File: src/rtl/tc_step_pkg.sv
package tc_step_pkg;
  typedef enum logic {
    CNT_UP   = 1'b0,
    CNT_DOWN = 1'b1
  } cnt_dir_e;

  localparam int unsigned MAX_W = 48;
endpackage

File: src/rtl/tc_step_next.sv
module tc_step_next #(
  parameter int unsigned            WIDTH = 48,
  parameter logic [47:0]            STEP  = 48'h1,
  parameter tc_step_pkg::cnt_dir_e  DIR   = tc_step_pkg::CNT_UP
) (
  input  logic [WIDTH-1:0] cur_i,
  output logic [WIDTH-1:0] stepped_o
);
  localparam logic [WIDTH-1:0] STEP_T = STEP[WIDTH-1:0];

  generate
    if (DIR == tc_step_pkg::CNT_UP) begin : g_up
      always_comb stepped_o = cur_i + STEP_T;
    end else begin : g_down
      always_comb stepped_o = cur_i - STEP_T;
    end
  endgenerate
endmodule

File: src/rtl/tc_step_match.sv
module tc_step_match #(
  parameter int unsigned WIDTH    = 48,
  parameter logic [47:0] TC_VALUE = 48'h0
) (
  input  logic [WIDTH-1:0] cur_i,
  output logic             hit_o
);
  localparam logic [WIDTH-1:0] TC_T = TC_VALUE[WIDTH-1:0];

  always_comb hit_o = (cur_i == TC_T);
endmodule

File: src/rtl/tc_step_counter.sv
module tc_step_counter #(
  parameter int unsigned           WIDTH      = 48,
  parameter logic [47:0]           STEP       = 48'h1,
  parameter logic [47:0]           TC_VALUE   = 48'h0,
  parameter tc_step_pkg::cnt_dir_e DIR        = tc_step_pkg::CNT_UP,
  parameter bit                    AUTO_CLEAR = 1'b0
) (
  input  logic             clk,
  input  logic             rst_n,
  input  logic             srst,
  input  logic             en,
  output logic [WIDTH-1:0] count_o,
  output logic             tc_o
);
  localparam logic [WIDTH-1:0] STEP_T = STEP[WIDTH-1:0];
  localparam logic [WIDTH-1:0] TC_T   = TC_VALUE[WIDTH-1:0];
  localparam bit               TC_ZERO = (TC_T == '0);

  logic [WIDTH-1:0] count_q;
  logic [WIDTH-1:0] count_d;
  logic [WIDTH-1:0] stepped;
  logic             tc_hit;
  logic             wrap_clr;

  tc_step_next #(
    .WIDTH (WIDTH),
    .STEP  (STEP),
    .DIR   (DIR)
  ) u_next (
    .cur_i     (count_q),
    .stepped_o (stepped)
  );

  tc_step_match #(
    .WIDTH    (WIDTH),
    .TC_VALUE (TC_VALUE)
  ) u_match (
    .cur_i (count_q),
    .hit_o (tc_hit)
  );

  generate
    if (AUTO_CLEAR) begin : g_autoclr
      always_comb wrap_clr = tc_hit;
    end else begin : g_noclr
      always_comb wrap_clr = 1'b0;
    end
  endgenerate

  // next-state selection: clear beats enable, auto-clear beats step
  always_comb begin
    count_d = count_q;
    if (srst) begin
      count_d = '0;
    end else if (en) begin
      if (wrap_clr) begin
        count_d = '0;
      end else begin
        count_d = stepped;
      end
    end
  end

  always_ff @(posedge clk or negedge rst_n) begin
    if (!rst_n) begin
      count_q <= '0;
    end else begin
      count_q <= count_d;
    end
  end

  assign count_o = count_q;
  assign tc_o    = tc_hit;

  AST_HOLD_WHEN_IDLE: assert property (@(posedge clk) disable iff (!rst_n)
    (!en && !srst) |=> $stable(count_o));

  AST_SYNC_CLEAR: assert property (@(posedge clk) disable iff (!rst_n)
    srst |=> (count_o == '0));

  generate
    if (DIR == tc_step_pkg::CNT_UP) begin : g_ast_up
      AST_STEP_UP: assert property (@(posedge clk) disable iff (!rst_n)
        (en && !srst && !(AUTO_CLEAR && tc_o))
          |=> (count_o == WIDTH'($past(count_o) + STEP_T)));
    end else begin : g_ast_dn
      AST_STEP_DOWN: assert property (@(posedge clk) disable iff (!rst_n)
        (en && !srst && !(AUTO_CLEAR && tc_o))
          |=> (count_o == WIDTH'($past(count_o) - STEP_T)));
    end
    if (AUTO_CLEAR) begin : g_ast_ac
      AST_AUTO_CLEAR: assert property (@(posedge clk) disable iff (!rst_n)
        (en && !srst && tc_o) |=> (count_o == '0));
    end
    if (TC_ZERO) begin : g_ast_tz
      AST_TC_AFTER_CLEAR: assert property (@(posedge clk) disable iff (!rst_n)
        srst |=> tc_o);
    end
  endgenerate
endmodule

File: config.mk
export PLATFORM = sky130hd
export DESIGN_NAME = tc_step_counter
export DESIGN_NICKNAME = d
export VERILOG_FILES = /design/src/rtl/tc_step_pkg.sv /design/src/rtl/tc_step_next.sv /design/src/rtl/tc_step_match.sv /design/src/rtl/tc_step_counter.sv
export SDC_FILE = /design/constraint.sdc
export NUM_CORES = 1
export LEC_CHECK = 0
export ABC_AREA = 1
export BUFFER_PORTS_ARGS = -buffer_cell sky130_fd_sc_hd__buf_4
export CAP_MARGIN = 20
export CORE_ASPECT_RATIO = 1.25
export CORE_MARGIN = 2
export CORE_UTILIZATION = 50
export DETAILED_ROUTE_END_ITERATION = 16
export PLACE_DENSITY = 0.71
export SYNTH_ARGS = -nofsm -noshare
export SYNTH_HDL_FRONTEND = slang
export SYNTH_HIERARCHICAL = 1
export SYNTH_SLANG_ARGS = --single-unit
File: constraint.sdc
create_clock -name clk -period 2.1 [get_ports clk]
set_input_delay 0.42 -clock clk [delete_from_list [all_inputs] [get_ports clk]]
set_output_delay 0.42 -clock clk [all_outputs]
set_load 0.01 [all_outputs]
==> results.md <==
- The worst setup path is of the reg2out kind.
- For this run, the slowest stage of the critical path takes 0.47 ns.
- dfrtp_1 takes more of the synthesized area than any other cell.
- The row count is 35.
- After clock tree synthesis, the flow added hold-fix buffers numbering 0.
- The worst setup path startpoint is count_o[21]$_DFFE_PN0P_.
- The clock passes through at most 2 buffers.
- Of the cells placed in the final design, the portion with a size suffix greater than 1 is 15.7%.
- The worst slew slack as a fraction of its limit is a little under three fifths.
- The I/O pin count is 53.
- The remaining global-route overflow is 0.
- The number of inserted diodes is 0.
- The sequential group share of total power is between 50% and 60%.
- Summing all flip-flop and latch instances after layout gives between 1000 and 1500 um^2.
- VDD sags by at most approximately 0.23 mV.
- Summed over all layers, the routed wires come to around 11 mm.
- The critical path ends at tc_o.
- The vertical die dimension is 100 um.
- The die is between 80 and 90 um wide.
- The endpoint of the lowest-slack register-to-register path is count_o[26]$_DFFE_PN0P_.
- The floorplan step defined a die boundary enclosing 8140 um^2.
- The number of cells on the worst reg-to-reg path is 9.
- After routing, the total negative slack on setup checks comes to 0 ns.
- The number of warnings issued by yosys is 6.
- The buffering stage count on the worst path with inverters included is 2.
- The share of the cycle needed by the critical path after routing is 93.1%.
- The amount of wire on met3 after detailed routing is 529 um.
- The tightest hold path in the finished design has a slack of ~0.12 ns.
- The routed length on met2 is ~5.2 mm.
- The final max-slew violation count is 0.
- At the worst endpoint, the required time is 1.68 ns.
- The weighted congestion at the end of routability-driven global placement is 0.952.
- The number of buffers added by the clock tree synthesis step is 5.
- At the end of the flow, the number of nets in the layout was approximately 640.
- The sequential share of the synthesized area is 32.3%.
- The register-to-register setup slack is between 0.15 and 0.2 ns.
- Entering global routing, the biggest net connects approximately 50 pins.
- In this run the clock root is driven by a clkbuf_8.
- The analysis attributes to cell leakage a power of 2.14 nW.
- The total nets after synthesis is just under 600.
- The clock slew seen by the registers of the worst setup and hold paths is 0.09 ns.
- The post-synthesis instance area is 3720 um^2.
- The analysis attributes to net switching a power of between 400 and 500 uW.
- After detailed routing, no signal wire sits above met4.
- The count of nets left with antenna violations after detail routing is 0.
- After detailed routing, the number of remaining DRC violations is 0.
- Among cell families on the critical path, the largest total delay comes from simple AND/OR/NAND/NOR gates.
- The critical path runs through a total of 8 cells.
- Synthesis produced 588 cells.
- The first-pass GRT wire length is 17.3 mm.
- Of all nets on the critical path, the largest fanout is 6.
- The clock latency reported for the late side of the worst-skew pair is 0.31 ns.
- The detailed router put a total of 4.43 mm of wire on met1.
- The finished cells cover 4290 um^2.
- Prior to clock tree synthesis, the placed netlist has a worst setup slack of 0.212 ns.
- The floorplan step defined a core boundary enclosing 7270 um^2.
- STA classifies the critical path endpoint as an output port.
- Of the total power, the clock network draws about 40%.
- Setup repair after global routing left no endpoint under its margin.
- The type of the most critical hold path is in2async.
- The critical path launch point type is a flip-flop.
- Max-cap violations in this run came to 0.
- The number of DRC markers in iteration 0 is 279.
- A synthesized cell averages 6.32 um^2.
- The signal on the critical path passes through inv_1, nand2_1, nor2_2, nand2_1, nor2_2, nand2_1, nor2_2, buf_4.
- The average wire per standard cell is 14.4 um.
- In this run the tool buffered the top-level ports with 52 buffer cells.
- The number of global-route vias before repair is 3,453.
- For this configuration, the core starts out at a cell density of between 50% and 60%.
- The largest clock skew in the final design is 0.00601 ns.
- The first-pass iteration count of the detailed router is 5.
- At the pin with the least slew margin, the transition time is about 0.64 ns.
- Static timing analysis puts the maximum clock frequency at 512 MHz.
- The area of the multi-input gates is 2210 um^2.
- STA puts the critical path data arrival time at roughly 1.5 ns.
- The standard cell area after detailed placement is 4160 um^2.
- The final hold violation count is 0.
- By area the synthesized netlist is led by dfrtp_1 32%, nand2_1 24%, nand3_1 8.6%, nor2_1 8.5%, inv_1 5.8%.
- The fill cell instance count of the final layout is around 750.
- The switching part of the total is 24.0%.
- The utilization after layout is 59.0%.
- The flip-flop count of the largest register after layout is 48.
- The internal power summed over all cells is approximately 1.3 mW.
- Power spread over the standard cell area amounts to 398 nW/um^2.
- The number of synthesized register bits is 48.
- The slowest stage of the critical path belongs to the cell dfrtp_1.
- The post-layout minimum cycle time is about 2.0 ns.
- The clock tree from TritonCTS is done.
- Relative to the synthesized area, the layout overhead comes to 15.3%.
- The clock net in this run drives a total of 48 sinks.
- Per report_power, the combinational group accounts for 6.5% of the total.
- The netlist uses 18 different library cells.
- The flow ran to the end, and the final reports show no timing, DRC or antenna violations.
- Detailed placement ended at an HPWL of roughly 7.4 mm.
- The total routing usage reported by global routing is 27.4%.
- The via count is 3,816.
- The number of antenna violations at the first check in global routing was 0.
- The reg-to-reg critical path startpoint is count_o[1]$_DFFE_PN0P_.
- The number of levels the H-tree was split into is 2.
- The post-layout worst setup margin is 0.145 ns.
- The mean number of vias per cell is 5.24.
- The share of Yosys cell area claimed by the top area cell type is between 30 and 40%.
- Setup violations remaining at the end of the flow were counted as 0.
## how the worst min path moves through the flow
stage,end,startpoint
after floorplan,count_o[0]$_DFFE_PN0P_,rst_n
after global placement,count_o[13]$_DFFE_PN0P_,rst_n
after detailed placement,count_o[28]$_DFFE_PN0P_,rst_n
after CTS,count_o[28]$_DFFE_PN0P_,rst_n
after global routing,count_o[28]$_DFFE_PN0P_,rst_n
final,count_o[28]$_DFFE_PN0P_,rst_n
## cell usage after synthesis, drive strengths merged
library cell	number
nand2	249
dfrtp	48
and2	2
buf	15
ha	1
nand3b	2
xor2	20
nor2	104
inv	57
nand4	15
nand3	64
xnor2	11
## metal layers
metal	up-vias	track usage (%)
li1	1903	-
met2	137	46.2
met4	0	10.2
met5	-	0
met3	28	3.24
met1	1748	35.9
## power groups by stage
stage               logic (mW)  registers [mW]  clock network, mW
floorplan               0.0642           0.951                  0
global placement         0.112           0.950                  0
detailed placement       0.113           0.950                  0
CTS                      0.113           0.932              0.683
global route             0.124           0.933              0.717
finish                   0.111           0.932              0.664
## cells in the final DEF, fill, tap and decap left out
master,n
nand2_1,237
nor2_1,83
nand3_1,64
inv_1,57
buf_4,56
dfrtp_1,44
xor2_1,20
nand4_1,15
nor2_2,13
xnor2_1,11
nand2_2,8
nor2_4,6
clkbuf_8,5
dfrtp_2,4
nand2_4,4
and2_1,2
nor2_8,2
nand3b_1,2
bufinv_16,1
buf_12,1
ha_1,1
## cell families after synthesis
kind of cell,Yosys count,synth area share (%)
and+or+nand+nor,436,51.8
xor gates and xnor gates,31,7.31
DFF,48,32.3
buffers and inverters,72,8.25
adders and majority gates,1,0.337
## through the flow
stage	std cells	power, mW
global placement	720	1.06
global route	728	1.77
CTS	726	1.73
finish	728	1.71
detailed placement	720	1.06
floorplan	588	1.02
## area by class of cell
cell class	instances	area share (%)
Clock buffer	5	1.61
Clock inverter	1	0.701
Inverter	57	4.99
Multi-Input combinational cell	468	51.6
Sequential cell	48	28.1
Tap cell	92	2.69
Timing Repair Buffer	57	10.3
## repair_timing
| action | 4_1_cts | 5_1_grt |
|---|---|---|
| setup buffers | 0 | 2 |
| setup endpoints to repair | 0 | 1 |
| gates resized for setup | 0 | 5 |
(Power assumes the default switching activity.)
